File: config.mk
export PLATFORM = sky130hd
export DESIGN_NAME = alu8_unit
export DESIGN_NICKNAME = d
export VERILOG_FILES = /design/src/rtl/alu8_pkg.sv /design/src/rtl/alu8_datapath.sv /design/src/rtl/alu8_flagmask.sv /design/src/rtl/alu8_status.sv /design/src/rtl/alu8_unit.sv
export SDC_FILE = /design/constraint.sdc
export NUM_CORES = 1
export LEC_CHECK = 0
export BUFFER_PORTS_ARGS = -buffer_cell sky130_fd_sc_hd__buf_2
export CAP_MARGIN = 20
export CORE_ASPECT_RATIO = 1.4
export CORE_MARGIN = 2
export CORE_UTILIZATION = 24
export CTS_CLUSTER_DIAMETER = 80
export CTS_CLUSTER_SIZE = 25
export DETAILED_ROUTE_END_ITERATION = 6
export GPL_ROUTABILITY_DRIVEN = 0
export GPL_TIMING_DRIVEN = 0
export PLACE_DENSITY = 0.46
export SLEW_MARGIN = 15
export SYNTH_ARGS = -nofsm -noshare
export SYNTH_HDL_FRONTEND = slang
export SYNTH_SLANG_ARGS = --single-unit
File: constraint.sdc
create_clock -name clk -period 11.1 [get_ports clk]
set_clock_uncertainty 0.15 [all_clocks]
set_input_delay 1.11 -clock clk [delete_from_list [all_inputs] [get_ports clk]]
set_output_delay 1.11 -clock clk [all_outputs]
set_load 0.01 [all_outputs]
File: src/rtl/alu8_pkg.sv
package alu8_pkg;

    typedef enum logic [4:0] {
        OP_ADD_C     = 5'd0,
        OP_SUB_C     = 5'd1,
        OP_CMP       = 5'd2,
        OP_AND       = 5'd3,
        OP_OR        = 5'd4,
        OP_XOR       = 5'd5,
        OP_PASS      = 5'd6,
        OP_SHL       = 5'd7,
        OP_SHR       = 5'd8,
        OP_ROTL      = 5'd9,
        OP_ROTR      = 5'd10,
        OP_INC       = 5'd11,
        OP_DEC       = 5'd12,
        OP_BTEST     = 5'd13,
        OP_BTEST_IMM = 5'd14,
        OP_TCLR      = 5'd15,
        OP_TSET      = 5'd16,
        OP_BCLR      = 5'd17,
        OP_BSET      = 5'd18,
        OP_CLR_C     = 5'd19,
        OP_SET_C     = 5'd20,
        OP_CLR_D     = 5'd21,
        OP_SET_D     = 5'd22,
        OP_CLR_I     = 5'd23,
        OP_SET_I     = 5'd24,
        OP_CLR_V     = 5'd25
    } alu_op_e;

    localparam int FLG_C = 0;
    localparam int FLG_Z = 1;
    localparam int FLG_I = 2;
    localparam int FLG_D = 3;
    localparam int FLG_B = 4;
    localparam int FLG_1 = 5;
    localparam int FLG_V = 6;
    localparam int FLG_N = 7;

    localparam int STATUS_W = 8;

endpackage

File: src/rtl/alu8_datapath.sv
module alu8_datapath
    import alu8_pkg::*;
#(
    parameter int DW = 8,
    parameter int BW = $clog2(DW)
) (
    input  alu_op_e              op,
    input  logic [DW-1:0]        a,
    input  logic [DW-1:0]        s,
    input  logic [BW-1:0]        bsel,
    input  logic                 c_in,
    output logic [DW-1:0]        res,
    output logic [STATUS_W-1:0]  cand
);
    localparam int MSB = DW - 1;

    logic          is_sub;
    logic [DW-1:0] addend;
    logic          add_cin;
    logic [DW:0]   sum;
    logic          ovf;
    logic [DW-1:0] and_as;
    logic [DW-1:0] onehot;

    // one adder serves add, subtract and compare
    always_comb begin
        is_sub  = (op == OP_SUB_C) || (op == OP_CMP);
        addend  = is_sub ? ~s : s;
        add_cin = (op == OP_CMP) ? 1'b1 : c_in;
        sum     = {1'b0, a} + {1'b0, addend} + {{DW{1'b0}}, add_cin};
        ovf     = (a[MSB] == addend[MSB]) && (sum[MSB] != a[MSB]);
        and_as  = a & s;
        onehot  = {{(DW-1){1'b0}}, 1'b1} << bsel;
    end

    always_comb begin
        res  = a;
        cand = '0;
        unique case (op)
            OP_ADD_C, OP_SUB_C: begin
                res         = sum[MSB:0];
                cand[FLG_C] = sum[DW];
                cand[FLG_V] = ovf;
            end
            OP_CMP: begin
                res         = a;
                cand[FLG_C] = sum[DW];
            end
            OP_AND:  res = and_as;
            OP_OR:   res = a | s;
            OP_XOR:  res = a ^ s;
            OP_PASS: res = s;
            OP_SHL: begin
                res         = {s[MSB-1:0], 1'b0};
                cand[FLG_C] = s[MSB];
            end
            OP_SHR: begin
                res         = {1'b0, s[MSB:1]};
                cand[FLG_C] = s[0];
            end
            OP_ROTL: begin
                res         = {s[MSB-1:0], c_in};
                cand[FLG_C] = s[MSB];
            end
            OP_ROTR: begin
                res         = {c_in, s[MSB:1]};
                cand[FLG_C] = s[0];
            end
            OP_INC:  res = s + 1'b1;
            OP_DEC:  res = s - 1'b1;
            OP_BTEST, OP_BTEST_IMM: begin
                res         = a;
                cand[FLG_V] = s[MSB-1];
            end
            OP_TCLR: res = ~a & s;
            OP_TSET: res = a | s;
            OP_BCLR: res = s & ~onehot;
            OP_BSET: res = s | onehot;
            OP_SET_C: cand[FLG_C] = 1'b1;
            OP_SET_D: cand[FLG_D] = 1'b1;
            OP_SET_I: cand[FLG_I] = 1'b1;
            default: res = a;
        endcase

        // N and Z sources differ for the bit-test family
        case (op)
            OP_CMP: begin
                cand[FLG_N] = sum[MSB];
                cand[FLG_Z] = (sum[MSB:0] == '0);
            end
            OP_BTEST, OP_BTEST_IMM, OP_TCLR, OP_TSET: begin
                cand[FLG_N] = s[MSB];
                cand[FLG_Z] = (and_as == '0);
            end
            default: begin
                cand[FLG_N] = res[MSB];
                cand[FLG_Z] = (res == '0);
            end
        endcase
    end

endmodule

File: src/rtl/alu8_flagmask.sv
module alu8_flagmask
    import alu8_pkg::*;
(
    input  alu_op_e              op,
    output logic [STATUS_W-1:0]  wmask
);
    localparam logic [STATUS_W-1:0] M_N = STATUS_W'(1) << FLG_N;
    localparam logic [STATUS_W-1:0] M_V = STATUS_W'(1) << FLG_V;
    localparam logic [STATUS_W-1:0] M_D = STATUS_W'(1) << FLG_D;
    localparam logic [STATUS_W-1:0] M_I = STATUS_W'(1) << FLG_I;
    localparam logic [STATUS_W-1:0] M_Z = STATUS_W'(1) << FLG_Z;
    localparam logic [STATUS_W-1:0] M_C = STATUS_W'(1) << FLG_C;

    always_comb begin
        unique case (op)
            OP_ADD_C, OP_SUB_C:                      wmask = M_N | M_V | M_Z | M_C;
            OP_CMP, OP_SHL, OP_SHR, OP_ROTL, OP_ROTR: wmask = M_N | M_Z | M_C;
            OP_AND, OP_OR, OP_XOR, OP_PASS,
            OP_INC, OP_DEC:                          wmask = M_N | M_Z;
            OP_BTEST:                                wmask = M_N | M_V | M_Z;
            OP_BTEST_IMM, OP_TCLR, OP_TSET:          wmask = M_Z;
            OP_CLR_C, OP_SET_C:                      wmask = M_C;
            OP_CLR_D, OP_SET_D:                      wmask = M_D;
            OP_CLR_I, OP_SET_I:                      wmask = M_I;
            OP_CLR_V:                                wmask = M_V;
            default:                                 wmask = '0;
        endcase
    end

endmodule

File: src/rtl/alu8_status.sv
module alu8_status
    import alu8_pkg::*;
#(
    parameter logic [STATUS_W-1:0] RST_VAL = 8'h24
) (
    input  logic                 clk,
    input  logic                 rst_n,
    input  logic                 wr_en,
    input  logic [STATUS_W-1:0]  wmask,
    input  logic [STATUS_W-1:0]  cand,
    output logic [STATUS_W-1:0]  p_q
);
    logic [STATUS_W-1:0] p_r;
    logic [STATUS_W-1:0] p_nx;

    genvar gi;
    generate
        for (gi = 0; gi < STATUS_W; gi++) begin : g_bit
            if (gi == FLG_1) begin : g_one
                assign p_nx[gi] = 1'b1;
            end else if (gi == FLG_B) begin : g_zero
                assign p_nx[gi] = 1'b0;
            end else begin : g_flag
                assign p_nx[gi] = (wr_en && wmask[gi]) ? cand[gi] : p_r[gi];
            end
        end
    endgenerate

    always_ff @(posedge clk) begin
        if (!rst_n) begin
            p_r <= RST_VAL;
        end else begin
            p_r <= p_nx;
        end
    end

    assign p_q = p_r;

endmodule

File: src/rtl/alu8_unit.sv
module alu8_unit
    import alu8_pkg::*;
#(
    parameter int DW = 8,
    parameter int BW = $clog2(DW)
) (
    input  logic          clk,
    input  logic          rst_n,
    input  logic          op_valid,
    input  logic [4:0]    op_sel,
    input  logic [DW-1:0] acc_in,
    input  logic [DW-1:0] opnd_in,
    input  logic [BW-1:0] bit_sel,
    output logic [DW-1:0] result_o,
    output logic [7:0]    status_o
);
    alu_op_e             op_e;
    logic [STATUS_W-1:0] cand;
    logic [STATUS_W-1:0] wmask;
    logic [STATUS_W-1:0] p_q;

    assign op_e = alu_op_e'(op_sel);

    alu8_datapath #(.DW(DW), .BW(BW)) u_dp (
        .op   (op_e),
        .a    (acc_in),
        .s    (opnd_in),
        .bsel (bit_sel),
        .c_in (p_q[FLG_C]),
        .res  (result_o),
        .cand (cand)
    );

    alu8_flagmask u_mask (
        .op    (op_e),
        .wmask (wmask)
    );

    alu8_status #(.RST_VAL(8'h24)) u_stat (
        .clk   (clk),
        .rst_n (rst_n),
        .wr_en (op_valid),
        .wmask (wmask),
        .cand  (cand),
        .p_q   (p_q)
    );

    assign status_o = p_q;

endmodule

== Word-level counts from Yosys, hierarchy flattened ==
Memory sizes are Yosys's and may differ from the RTL's.
Index checks and enable logic that the tools add are counted.

* Flip-flop bits (word level): 8
* Input port bits: 27
* Word-level logic and storage cells: 73
* Memory bits (read-only): 192
* Output and inout bits: 16
* Memories: 1

{| class="wikitable"
|+ Memories
! name !! words !! bits a word !! read ports !! clocked after memory_dff !! write ports !! RTL line !! source
|-
| (name not given) || 32 || 6 || 1 || 0 || 0 || alu8_flagmask.sv:15 || <nowiki>unique case (op)</nowiki>
|}

* Muxes and demuxes: 9
* Shift operators: 1
* Reduce and logical (&&, ||, !) cells: 19
* Add/subtract/negate cells: 4
* Bitwise operators: 9
* Equality and inequality tests: 23

{| class="wikitable"
|+ Operator list
! operator !! count
|-
| 8-bit one-hot mux with 14 select lines || 1
|-
| 5-bit by 4-bit equality test with 1-bit output, second input constant || 8
|-
| 5-bit equality test, second input constant || 6
|-
| 8-bit AND || 3
|-
| 8-bit zero test || 3
|-
| 8-bit inverter || 3
|-
| 5-bit by 3-bit equality test with 1-bit output, second input constant || 4
|-
| 8-bit bitwise OR || 2
|-
| 5-bit by 2-bit equality test with 1-bit output, second input constant || 2
|-
| 2-bit OR reduction || 5
|-
| 8-bit by 8-bit adder with 9-bit output || 1
|-
| 9-bit by 1-bit adder with 9-bit output || 1
|-
| 8-bit by 1-bit adder with 8-bit output, second input constant || 1
|-
| 8-bit two-way mux || 1
|-
| 1-bit by 3-bit << shifter with 8-bit output, first input constant || 1
|-
| 8-bit by 1-bit subtractor with 8-bit output, second input constant || 1
|-
| 8-bit bitwise XOR || 1
|-
| 1-bit logical AND || 7
|-
| 1-bit one-hot mux with 2 select lines || 3
|-
| 5-bit by 1-bit equality test with 1-bit output, second input constant || 1
|-
| 5-bit zero test || 1
|-
| 1-bit one-hot mux with 4 select lines || 1
|-
| 4-bit OR reduction || 1
|-
| 1-bit two-way mux || 3
|-
| 4 further kinds || 4
|}

== Depth between registers and ports, before layout ==
* Depth after elaboration: 8
* Gate-level depth with buffers: 15
* Gate-level depth less buffers: 14

== By module ==
A second synthesis with hierarchy kept.

* Cell total of the unflattened synthesis: 354
* Area total of the unflattened synthesis: 2523.7 µm²

{| class="wikitable"
|+ Modules (own cells, without submodules)
! module !! cells an instance !! area each (µm²) !! sequential area each (µm²) !! instances
|-
| alu8_datapath || 293 || 2028.2 || 0.0 || 1
|-
| alu8_status || 34 || 280.3 || 120.1 || 1
|-
| alu8_flagmask || 27 || 215.2 || 0.0 || 1
|}

== Worst setup path after synthesis ==
Ideal clock, no wire load.

* Kind: input port to output port
* Start: in op_sel[0]
* End: out result_o[6]
* Slack: 5.389 ns
* Stages on the path: 14
* Data required time: 9.840 ns
* Arrival: 4.451 ns
* Path buffers: 1
* Path through: inv_1 > ha_1 > clkbuf_1 > nor2_1 > nor2_1 > xnor2_1 > fa_1 > fa_1 > a21oi_1 > o21ai_0 > o31a_1 > nor3_1 > a22oi_1 > a31oi_1

* Word-level cells in the longest chain between the ends: 6
* Elaborated cells between the ends (all ways): 25
* Classes of those cells: add/sub: 2; eq/ne: 16; mux: 3; reduce/logical: 4

{| class="wikitable"
|+ RTL lines
! item !! RTL line !! source
|-
| from (decl) || alu8_unit.sv:10 || <nowiki>input logic [4:0] op_sel,</nowiki>
|-
| 5-bit by 1-bit equality test with 1-bit output / 5-bit by 2-bit equality test with 1-bit output (equally long branches) || alu8_datapath.sv:27, alu8_datapath.sv:39, alu8_datapath.sv:29 ||
|-
| 1-bit logical OR || alu8_datapath.sv:27 || <nowiki>is_sub = (op == OP_SUB_C) || (op == OP_CMP);</nowiki>
|-
| 8-bit two-way mux || alu8_datapath.sv:28 || <nowiki>addend = is_sub ? ~s : s;</nowiki>
|-
| 8-bit by 8-bit adder with 9-bit output || alu8_datapath.sv:30 || <nowiki>sum = {1'b0, a} + {1'b0, addend} + {{DW{1'b0}}, add_cin};</nowiki>
|-
| 9-bit by 1-bit adder with 9-bit output || alu8_datapath.sv:30 ||
|-
| 8-bit one-hot mux with 14 select lines (*) || alu8_datapath.sv:39 || <nowiki>unique case (op)</nowiki>
|-
| to (decl) || alu8_unit.sv:14 || <nowiki>output logic [DW-1:0] result_o,</nowiki>
|}

Mark *: on every way between the ends. The rest lies on a longest branch, timed or not.

== Final worst setup path ==
Ends and elaborated chain as after synthesis.

==> out/metrics.csv <==
metric;value;unit
outcome;finished clean;
Crit path max-delay family;adder cells;
final net count;419;
Mapped Nets;374;
synth warn;0;
Detailed Place HPWL;7.26;mm
Hold Path End;u_stat.p_q[2];
diodes inserted;0;
Power Density;69.8;mW/mm2
max cap viols;0;
synth-to-layout area growth;18.8;%
total negative slack;0;ps
Tmin final;6790;ps
crit path launch type;input port;
CTS Buffer Depth;2;
slowest stage delay, CP;700;ps
Worst-Margin Slew;884;ps
CTS tree;done;
Crit Path Category;in -> out;
final WL;9.01;mm
R2R Setup Slk;7680;ps
CP Buf/Inv Count;4;
DP Cell Count;488;
H-tree depth;1;
number of global-route vias before repair;2774;
Final setup viols;0;
Setup Buffers After CTS;0;
worst hold path type;reg -> reg;
max reg flops;6;
Die ar.;0.0107;mm2
worst r2r src;u_stat.p_q[0];
drt wl/cell;18.3;um
Yosys cell types;71;
worst reg2reg endpoint;u_stat.p_q[1];
EDFF count, synth;0;
Initial Util;0.248;
drt drc;0;
critical path peak fanout;10;
I/O Buffers;39;
clock latency on the worst-skew pair;230;ps
first-pass GRT wire length;14.6;mm
total track usage;0.173;
vias after detailed routing;2764;
slowest stage cell, crit path;nor2_1;
number of core rows;42;
final period utilization;0.612;
largest net degree at the start of global routing;11;
ys async rst share;0;
Clock Sinks;6;
fin. max-slew vios;0;
layout cell share with drive strength beyond 1;0.181;
final hold violations;0;
detailed router's first-iteration violation count;165;
core area;0.00956;mm2
Avg Inst Size Synth;7.49;um2
Gates resized, CTS repair;0;
CP arrival;5530;ps
RSZ-0062 raised after global routing;no;
Setup crit end kind;output pin;
Die H;122;um
cts hold-fix bufs;0;
root buffer cell;clkbuf_16;
Max IR drop VDD;0.0784;mV
Netlist Area Pre-Place;0.00237;mm2
synthesized flop and latch total;6;
grt ovf;0;
leakage;1.15;nW
Avg Vias per Cell;5.62;
Hold Path Origin;u_stat.p_q[2];
CP cell instances;buf_2, inv_1, ha_1, clkbuf_1, nor2_1, nor2_1, xnor2_1, fa_1, fa_1, a21oi_1, o21ai_0, o31a_1, nor3_1, a22oi_1, a31oi_1, buf_2;
max_slew headroom;0.409;
Die X;88.1;um
Seq/Total Area, Yosys;0.0506;
Max Freq;147;MHz
clock buffer count from CTS;3;
reg2reg path depth;10;
Clock transition at path regs;30;ps
Top FF cell, synth;dfxtp_1;
Final ANT Viol Nets;0;
Cell Count, Final, Fillers Out;492;
hold depth;2;
IO Count;43;
Synth Instances;317;
Worst EP required;9840;ps
Layout fillers;1092;
1st-pass router iterations;5;
antenna violations before repair;0;
==> cell usage in the layout, fill, tap and decap left out, types with 3 or more instances in the layout <==
master	n
buf_6	5
mux2i_1	7
nand4_1	4
dfxtp_1	6
xnor2_1	9
inv_1	11
nor3b_1	5
nand4b_1	3
nor2_1	22
buf_4	3
nor4_1	5
a22oi_1	5
o21a_1	3
xor2_1	11
ha_1	27
o21ai_0	17
a31oi_1	3
o22ai_1	6
or3_1	5
and3_1	3
o211ai_1	3
clkbuf_16	3
clkbuf_1	9
a21oi_1	14
a41oi_1	3
nand3_1	12
nand2b_1	8
nand2_1	23
nor3_1	8
fa_1	3
buf_2	42
nor2b_1	9
a222oi_1	7
==> per-layer routing <==
metal,wire length (um),part of all wire,global-route usage,vias to the layer above
met3,475,0.053,0.0156,35
met5,0,0,0,-
met4,459,0.051,0.0881,0
met2,4300,0.48,0.290,126
li1,-,-,-,1314
met1,3780,0.42,0.217,1289
==> layout make-up <==
type,count,area [um2],area share
multi-input cells,280,2090,0.741
repair buffers,40,200,0.0710
well taps,132,165,0.0586
plain buffers,20,128,0.0453
flip-flops and latches,6,120,0.0426
clock buffers,3,75.1,0.0266
inverters,11,41.3,0.0146
==> power by group <==
group          switching (mW)  internal [mW]
Sequential            0.00105         0.0227
Clock                  0.0133         0.0463
Combinational          0.0678         0.0457
Total                  0.0822          0.115
==> worst max path at each step <==
stage / slack, ps / start / cells past startpoint / endpoint
final: 4310 / op_sel[0] / 16 / result_o[6]
after global placement: 4290 / op_sel[0] / 16 / result_o[6]
after detailed placement: 4350 / op_sel[0] / 16 / result_o[6]
after global routing: 4050 / op_sel[0] / 16 / result_o[6]
after CTS: 4330 / op_sel[0] / 16 / result_o[6]
after floorplan: 5390 / op_sel[0] / 14 / result_o[6]
==> worst min-delay path, stage by stage (launching register included) <==
cell	delay, ps
dfxtp_1	310
nand2_1	50
nand3_1	70
==> synthesized netlist by cell type, types with 3 or more instances <==
library cell  instances  area share
dfxtp_1               6       0.051
mux2i_1               7       0.030
a22oi_1               5       0.016
nand4b_1              3       0.011
xor2_1               11       0.041
o22ai_1               6       0.016
or3_1                 5       0.013
fa_1                  3       0.025
xnor2_1               9       0.033
clkbuf_1              9       0.014
o21a_1                3      0.0095
nand2_1              23       0.036
a41oi_1               3       0.011
and3_1                3      0.0079
inv_1                11       0.017
nor2b_1               9       0.024
buf_4                 3      0.0095
nor3_1                8       0.017
a222oi_1              7       0.030
nor2_1               22       0.035
nand3_1              12       0.025
nand2b_1              8       0.021
buf_2                 3      0.0063
nor4_1                5       0.013
o211ai_1              3      0.0095
ha_1                 27        0.14
nand4_1               4       0.011
a21oi_1              14       0.030
a31oi_1               3      0.0079
nor3b_1               5       0.016
buf_6                 5       0.024
o21ai_0              17       0.036
==> logic make-up after synthesis <==
logic type | share of synthesized area
fa+ha+maj | 0.168
simple gates | 0.297
compound gates | 0.303
buf+inv | 0.0712
flops | 0.0506
mux | 0.0343
other cells | 0.00316
xor+xnor | 0.0738
==> through the flow <==
stage                     area, um2  power, mW   util  hold slack (ps)  setup WS (ps)
final                          2820      0.197  0.295              320           4310
after global placement         2730      0.135  0.286              321           4290
after global routing           2820      0.211  0.295              355           4050
after detailed placement       2740      0.136  0.286              317           4350
after floorplan                2370     0.0979      -              345           5390
after CTS                      2820      0.197  0.294              332           4330
Note: power is estimated with default switching activity, not from simulation.
